<file path="src/rtl/scr_pkg.sv">
package scr_pkg;
    typedef enum logic {
        ST_OFF  = 1'b0,
        ST_RECV = 1'b1
    } rx_state_t;

    // positions inside the synchronized input vector
    localparam int IN_SCLK = 0;
    localparam int IN_SD   = 1;
    localparam int IN_DC   = 2;
    localparam int IN_SELH = 3;
    localparam int IN_SELL = 4;
    localparam int IN_MODE = 5;
    localparam int IN_W    = 6;
endpackage

</file>
<file path="src/rtl/scr_sync.sv">
module scr_sync #(
    parameter int W      = 6,
    parameter int STAGES = 2
) (
    input  logic         clk,
    input  logic         rst_n,
    input  logic [W-1:0] d_i,
    output logic [W-1:0] q_o
);
    logic [W-1:0] chain [STAGES];

    generate
        for (genvar s = 0; s < STAGES; s++) begin : g_stage
            if (s == 0) begin : g_first
                always_ff @(posedge clk or negedge rst_n) begin
                    if (!rst_n) chain[s] <= '0;
                    else        chain[s] <= d_i;
                end
            end else begin : g_next
                always_ff @(posedge clk or negedge rst_n) begin
                    if (!rst_n) chain[s] <= '0;
                    else        chain[s] <= chain[s-1];
                end
            end
        end
    endgenerate

    assign q_o = chain[STAGES-1];
endmodule

</file>
<file path="src/rtl/scr_edge.sv">
module scr_edge (
    input  logic clk,
    input  logic rst_n,
    input  logic lvl_i,
    output logic rise_o
);
    logic prev_q;

    always_ff @(posedge clk or negedge rst_n) begin
        if (!rst_n) prev_q <= 1'b0;
        else        prev_q <= lvl_i;
    end

    assign rise_o = lvl_i & ~prev_q;
endmodule

</file>
<file path="src/rtl/scr_fsm.sv">
module scr_fsm
    import scr_pkg::*;
#(
    parameter int BYTE_W = 8
) (
    input  logic              clk,
    input  logic              rst_n,
    input  logic              active_i,
    input  logic              rise_i,
    input  logic              sd_i,
    input  logic              dc_i,
    output logic [BYTE_W-1:0] byte_o,
    output logic              is_data_o,
    output logic              vld_o
);
    localparam int CNT_W = (BYTE_W > 1) ? $clog2(BYTE_W) : 1;
    localparam logic [CNT_W-1:0] LAST = CNT_W'(BYTE_W - 1);

    rx_state_t         state_q, state_d;
    logic [CNT_W-1:0]  cnt_q;
    logic [BYTE_W-1:0] sh_q;
    logic [BYTE_W-1:0] sh_next;

    assign sh_next = {sh_q[BYTE_W-2:0], sd_i};

    // next state: enable / drop
    always_comb begin
        state_d = state_q;
        unique case (state_q)
            ST_OFF:  if (active_i)  state_d = ST_RECV;
            ST_RECV: if (!active_i) state_d = ST_OFF;
            default: state_d = ST_OFF;
        endcase
    end

    // state register
    always_ff @(posedge clk or negedge rst_n) begin
        if (!rst_n) state_q <= ST_OFF;
        else        state_q <= state_d;
    end

    // datapath and outputs: shift / complete
    always_ff @(posedge clk or negedge rst_n) begin
        if (!rst_n) begin
            cnt_q     <= '0;
            sh_q      <= '0;
            byte_o    <= '0;
            is_data_o <= 1'b0;
            vld_o     <= 1'b0;
        end else begin
            vld_o <= 1'b0;
            unique case (state_q)
                ST_OFF: begin
                    cnt_q <= '0;
                    sh_q  <= '0;
                end
                ST_RECV: begin
                    if (!active_i) begin
                        cnt_q <= '0;
                        sh_q  <= '0;
                    end else if (rise_i) begin
                        if (cnt_q == LAST) begin
                            byte_o    <= sh_next;
                            is_data_o <= dc_i;
                            vld_o     <= 1'b1;
                            cnt_q     <= '0;
                            sh_q      <= '0;
                        end else begin
                            sh_q  <= sh_next;
                            cnt_q <= cnt_q + 1'b1;
                        end
                    end
                end
                default: begin
                    cnt_q <= '0;
                    sh_q  <= '0;
                end
            endcase
        end
    end

    // strobe lasts a single cycle
    a_r8_single_pulse: assert property (@(posedge clk) disable iff (!rst_n)
        vld_o |=> !vld_o);

    // the disabled state never yields a byte
    a_r2_off_quiet: assert property (@(posedge clk) disable iff (!rst_n)
        (state_q == ST_OFF) |=> !vld_o);

    // partial byte dropped when the path is disabled
    a_r6_cnt_clear: assert property (@(posedge clk) disable iff (!rst_n)
        !active_i |=> (cnt_q == '0));

    // counter wraps on completion
    a_r7_wrap: assert property (@(posedge clk) disable iff (!rst_n)
        vld_o |-> (cnt_q == '0));

    // outputs hold between strobes
    a_r4_hold: assert property (@(posedge clk) disable iff (!rst_n)
        !vld_o |-> ($stable(byte_o) && $stable(is_data_o)));
endmodule

</file>
<file path="src/rtl/serial_cmd_rx.sv">
module serial_cmd_rx
    import scr_pkg::*;
#(
    parameter int BYTE_W      = 8,
    parameter int SYNC_STAGES = 2
) (
    input  logic              clk,
    input  logic              rst_n,
    input  logic              sel_n,
    input  logic              sel,
    input  logic              par_mode,
    input  logic              sdata,
    input  logic              sclk,
    input  logic              dc_sel,
    output logic [BYTE_W-1:0] byte_out,
    output logic              byte_is_data,
    output logic              byte_valid
);
    logic [IN_W-1:0] raw_in;
    logic [IN_W-1:0] syn_in;
    logic            sclk_rise;
    logic            path_on;

    always_comb begin
        raw_in          = '0;
        raw_in[IN_SCLK] = sclk;
        raw_in[IN_SD]   = sdata;
        raw_in[IN_DC]   = dc_sel;
        raw_in[IN_SELH] = sel;
        raw_in[IN_SELL] = ~sel_n;   // stored inverted so reset means deselected
        raw_in[IN_MODE] = par_mode;
    end

    scr_sync #(.W(IN_W), .STAGES(SYNC_STAGES)) u_sync (
        .clk   (clk),
        .rst_n (rst_n),
        .d_i   (raw_in),
        .q_o   (syn_in)
    );

    scr_edge u_edge (
        .clk    (clk),
        .rst_n  (rst_n),
        .lvl_i  (syn_in[IN_SCLK]),
        .rise_o (sclk_rise)
    );

    assign path_on = syn_in[IN_SELL] & syn_in[IN_SELH] & ~syn_in[IN_MODE];

    scr_fsm #(.BYTE_W(BYTE_W)) u_fsm (
        .clk       (clk),
        .rst_n     (rst_n),
        .active_i  (path_on),
        .rise_i    (sclk_rise),
        .sd_i      (syn_in[IN_SD]),
        .dc_i      (syn_in[IN_DC]),
        .byte_o    (byte_out),
        .is_data_o (byte_is_data),
        .vld_o     (byte_valid)
    );
endmodule

</file>
<file path="config.mk">
export PLATFORM = sky130hd
export DESIGN_NAME = serial_cmd_rx
export DESIGN_NICKNAME = d
export VERILOG_FILES = /design/src/rtl/scr_pkg.sv /design/src/rtl/scr_sync.sv /design/src/rtl/scr_edge.sv /design/src/rtl/scr_fsm.sv /design/src/rtl/serial_cmd_rx.sv
export SDC_FILE = /design/constraint.sdc
export NUM_CORES = 1
export LEC_CHECK = 0
export BUFFER_PORTS_ARGS = -buffer_cell sky130_fd_sc_hd__buf_4
export CAP_MARGIN = 20
export CORE_MARGIN = 2
export CORE_UTILIZATION = 51
export CTS_BUF_LIST = sky130_fd_sc_hd__clkbuf_2
export DETAILED_ROUTE_END_ITERATION = 8
export GPL_TIMING_DRIVEN = 0
export PLACE_DENSITY = 0.8
export SYNTH_ARGS = -nofsm -noshare
export SYNTH_HDL_FRONTEND = slang
export SYNTH_SLANG_ARGS = --single-unit
</file>
<file path="constraint.sdc">
create_clock -name clk -period 1.7 [get_ports clk]
set_input_delay 0.51 -clock clk [delete_from_list [all_inputs] [get_ports clk]]
set_output_delay 0.51 -clock clk [all_outputs]
set_load 0.01 [all_outputs]
</file>
Word level (Yosys, flattened, before mapping)
Index checks and enable logic that the tools add are counted.
{"block": "word_totals", "register_bits": 34, "out_inout_bits": 10, "word_cells": 33}
{"block": "op_classes", "n_addsub": 1, "n_eq_ne": 2, "mux": 13, "bitwise_logic": 7, "n_reduce_logical": 1}
{"operator": "$mux 7", "n": 3}
{"operator": "$pmux 7 s2", "n": 1}
{"operator": "$mux 3", "n": 3}
{"operator": "$pmux 3 s2", "n": 1}
{"operator": "$mux 1", "n": 5}
{"operator": "$not 1->1", "n": 4}
{"operator": "$reduce_and 4->1", "n": 1}
{"operator": "$add 3x1->3 const B", "n": 1}
{"operator": "$and 1x1->1", "n": 3}
{"operator": "$eq 3x3->1 const B", "n": 1}
{"operator": "$ne 3x3->1 const B", "n": 1}

Longest topological paths before layout
{"block": "depth", "ltp_word": 5, "depth_mapped": 5}

Cells and area by module
A second synthesis with hierarchy kept.
{"block": "hier_totals", "hier_cells": 90, "area_unflattened_um2": 1295.0}
{"module": "scr_fsm", "instances": 1, "cells_per_inst": 68, "area_each_um2": 898.4, "seq_area_each_um2": 525.5}
{"module": "scr_sync", "instances": 1, "cells_per_inst": 18, "area_each_um2": 345.3, "seq_area_each_um2": 300.3}
{"module": "scr_edge", "instances": 1, "cells_per_inst": 2, "area_each_um2": 38.8, "seq_area_each_um2": 25.0}
{"module": "serial_cmd_rx", "instances": 1, "cells_per_inst": 2, "area_each_um2": 12.5, "seq_area_each_um2": 0.0}

Worst setup path after synthesis
OpenSTA, ideal clock, no wires.
{"block": "synth_timing", "path_kind": "reg2reg", "startpoint": "register u_fsm.cnt_q[0]", "endpoint": "register u_fsm.byte_o[0]", "setup_ns": 0.125, "t_arrival_ns": 1.603, "setup_slack_ns": -0.028, "stages_incl_launch_ff": 6, "path_buffers": 0, "cell_sequence": "dfrtp_1 -> ha_1 -> ha_1 -> clkinv_1 -> nor3_4 -> mux2_2"}
{"block": "synth_via", "elab_chain_cells": 2}
{"element": "from (decl)", "line": "scr_fsm.sv:20", "source": "logic [CNT_W-1:0] cnt_q;"}
{"element": "from (signal assigned)", "line": "scr_fsm.sv:70", "source": "cnt_q <= cnt_q + 1'b1;"}
{"element": "$eq 3x3->1", "line": "scr_fsm.sv:62", "source": "if (cnt_q == LAST) begin"}
{"element": "$reduce_and 4->1 (no line)"}
{"element": "to (signal assigned)", "line": "scr_fsm.sv:63", "source": "byte_o <= sh_next;"}
{"element": "to (decl)", "line": "scr_fsm.sv:12", "source": "output logic [BYTE_W-1:0] byte_o,"}
No other way between the ends.
A chain may end at the register's enable or synchronous reset.

Final worst setup path
Ends and elaborated chain as after synthesis.

==> qor.txt <==
status: completed
Core Box Area: 0.00219 mm²
asr flop ratio synth: 100%
Post-synth EDFFs: 0
final antenna-violating net count: 0
port buffer count: 17
detailed-route via count: 714
met3 usage: 6.90%
CP arrival: 1840 ps
Rel. slew slack: 70.6%
HPWL after DPL: 1150 µm
grt total ovfl: 0
total of max-cap violations: 0
setup repair after global routing missed its margin: false
gp weighted congestion: 0.725
die area: 0.00272 mm²
worst hold path class: in -> async
Clock Skews: 16.1 ps
drt pass-1 iters: 4
antenna diode count: 0
Avg Vias per Cell: 5.06
leakage: 0.686 nW
Post-Place Cell Area: 0.00134 mm²
row cnt: 17
CTS H-tree lvls: 2
dominant cell type by area after synthesis: dfrtp_1
Cell Pwr Density: 859 mW/mm²
Seq/Total Area, Yosys: 72.0%
io pins: 18
setup TNS: 0 ps
Slew @ Worst Pin: 442 ps
Max Freq: 632 MHz
Nets: 122
worst slack at placement: -224 ps
root buffer cell: clkbuf_2
Crit Path Max Fanout: 8
Primary FF master, synth: dfrtp_1
Wirelength per Cell: 12.5 µm
most numerous cell in the Yosys netlist: dfrtp_1
endpoints failing setup: 0
final hold vios: 0
# fillers: 173
crit path time final: 1580 ps
Starting Density: 53.9%
Critical path origin: u_fsm.cnt_q[0]
most frequent cells after synthesis: dfrtp_1, nand2_1, a21oi_1, mux2_2, nand3_1
critical path startpoint category: flop
area grow syn2layout: 20.4%
post-synth top area share: 72.0%
total power: 1.22 mW
design area: 0.00142 mm²
WP data required: 1950 ps
Mapped Area: 0.00118 mm²
M2 GR Usage: 25.3%
Clk Latency, worst-skew pair: 360 ps
Synth cell types: 16
Final Cycle Share: 93.0%
Slew Limit Fails: 0
first-pass GRT wire length: 3040 µm
setup ws final: 118 ps
antenna violations before repair: 0
clock sink count: 34
GRT Overall Usage: 16.2%
reg2reg start: u_fsm.cnt_q[0]
Synth Warn #: 0
share of cells above drive strength 1: 35.4%
Remaining DRCs: 0
vias in the first global route: 719
Synth Area per Inst: 13.7 µm²
Worst-path clk slew: 160 ps
Iter 0 DRT Violations: 7
width of the die: 52.1 µm
Seq cells post-synth: 34
syn_nets: 96
final wirelength: 1770 µm
Max VDD drop: 0.605 mV
gr busiest metal: met2
Synth area leaders: dfrtp_1, mux2_2, a21oi_1
Cells after Synth: 86
largest net degree at the start of global routing: 35
die height: 52.1 µm
critical path class: reg -> reg
Num CTS Buffers: 5
CP Capture Type: flop
TritonCTS clock tree: yes
met1 usage: 19.2%
clk buf depth: 2
==> power breakdown <==
part	leakage [nW]	total, mW	switching (mW)	internal [mW]
registers	0.444	0.832	0.00611	0.825
clock network	0.0304	0.349	0.248	0.101
logic	0.211	0.0412	0.0262	0.0150
==> layout make-up <==
class / instances / area [µm²] / share of cell area (%)
clock inverter: 2 / 8.76 / 0.616
buffer: 3 / 12.5 / 0.880
inverter: 2 / 10.0 / 0.704
multi-input combinational: 47 / 325 / 22.9
sequential: 34 / 851 / 59.8
tap: 28 / 35.0 / 2.46
clock buffer: 6 / 30.0 / 2.11
timing repair buffer: 19 / 150 / 10.6
==> metrics by stage <==
step                hold WS [ps]  utilization (%)  instances
floorplan                    214                -         86
global placement             331             61.3        131
detailed placement           336             61.3        131
CTS                         51.7             63.8        141
global route                34.9             64.9        141
finish                      51.0             64.9        141
==> sequential cells by signal, indices dropped and copies added (netlist names) <==
signal,cells
u_edge.prev_q,1
u_fsm.byte_o,8
u_fsm.cnt_q,3
u_fsm.is_data_o,1
u_fsm.sh_q,7
u_fsm.state_q,1
u_fsm.vld_o,1
u_sync.chain,6
u_sync.q_o,6
==> critical path, cell delays in order (launching register included) <==
cell and delay [ps]:
dfrtp_1 410, ha_2 210, ha_4 150, inv_4 60
nor3_4 170, buf_6 150, mux2_2 330
==> placed cells by master, fill, tap and decap left out, types with 2 or more instances in the layout <==
cell type   n
buf_4      17
nor2_1      3
nand2_1    12
clkbuf_1    2
clkbuf_2    6
a21oi_1     9
buf_6       2
mux2_2      9
nand3_1     7
dfrtp_1    34
==> path summary, 6_finish.rpt <==
kind	end	slack (ps)	cells after the start
setup / recovery	u_fsm.byte_o[0]	120	6
hold / removal	u_fsm.byte_o[5]	50	1
setup reg to reg	u_fsm.byte_o[0]	120	6
hold reg to reg	u_sync.q_o[4]	370	0
max in group asynchronous	u_fsm.byte_o[1]	1350	1
min in group clk	u_sync.chain[6]	250	1
==> kinds of logic (layout without fill, tap and decap cells) <==
group,after synthesis,count (layout),synth area share (%)
flip-flops,34,34,72.0
AND/OR/NAND/NOR,26,26,10.9
multiplexers,10,10,9.43
AO/OA/AOI/OAI,9,9,3.81
buffers and inverters,5,32,1.69
adder cells (fa/ha/maj),2,2,2.12
==> what timing repair did <==
item / 4_1_cts / 5_1_grt
gates resized for setup: 1 / 6
pin swaps: 1 / 1
hold buffers: 0 / 0
buffers inserted: 2 / 0
setup endpoints to repair: 9 / 9
==> routing by layer <==
layer  part of all wire, %  up-vias  routed length [µm]
li1                      -      339                   -
met1                    41      348                 715
met2                    52       23                 917
met3                   5.7        4                 101
met4                   1.8        0                  31
met5                     0        -                   0
Power figures use the tool's default switching activity.
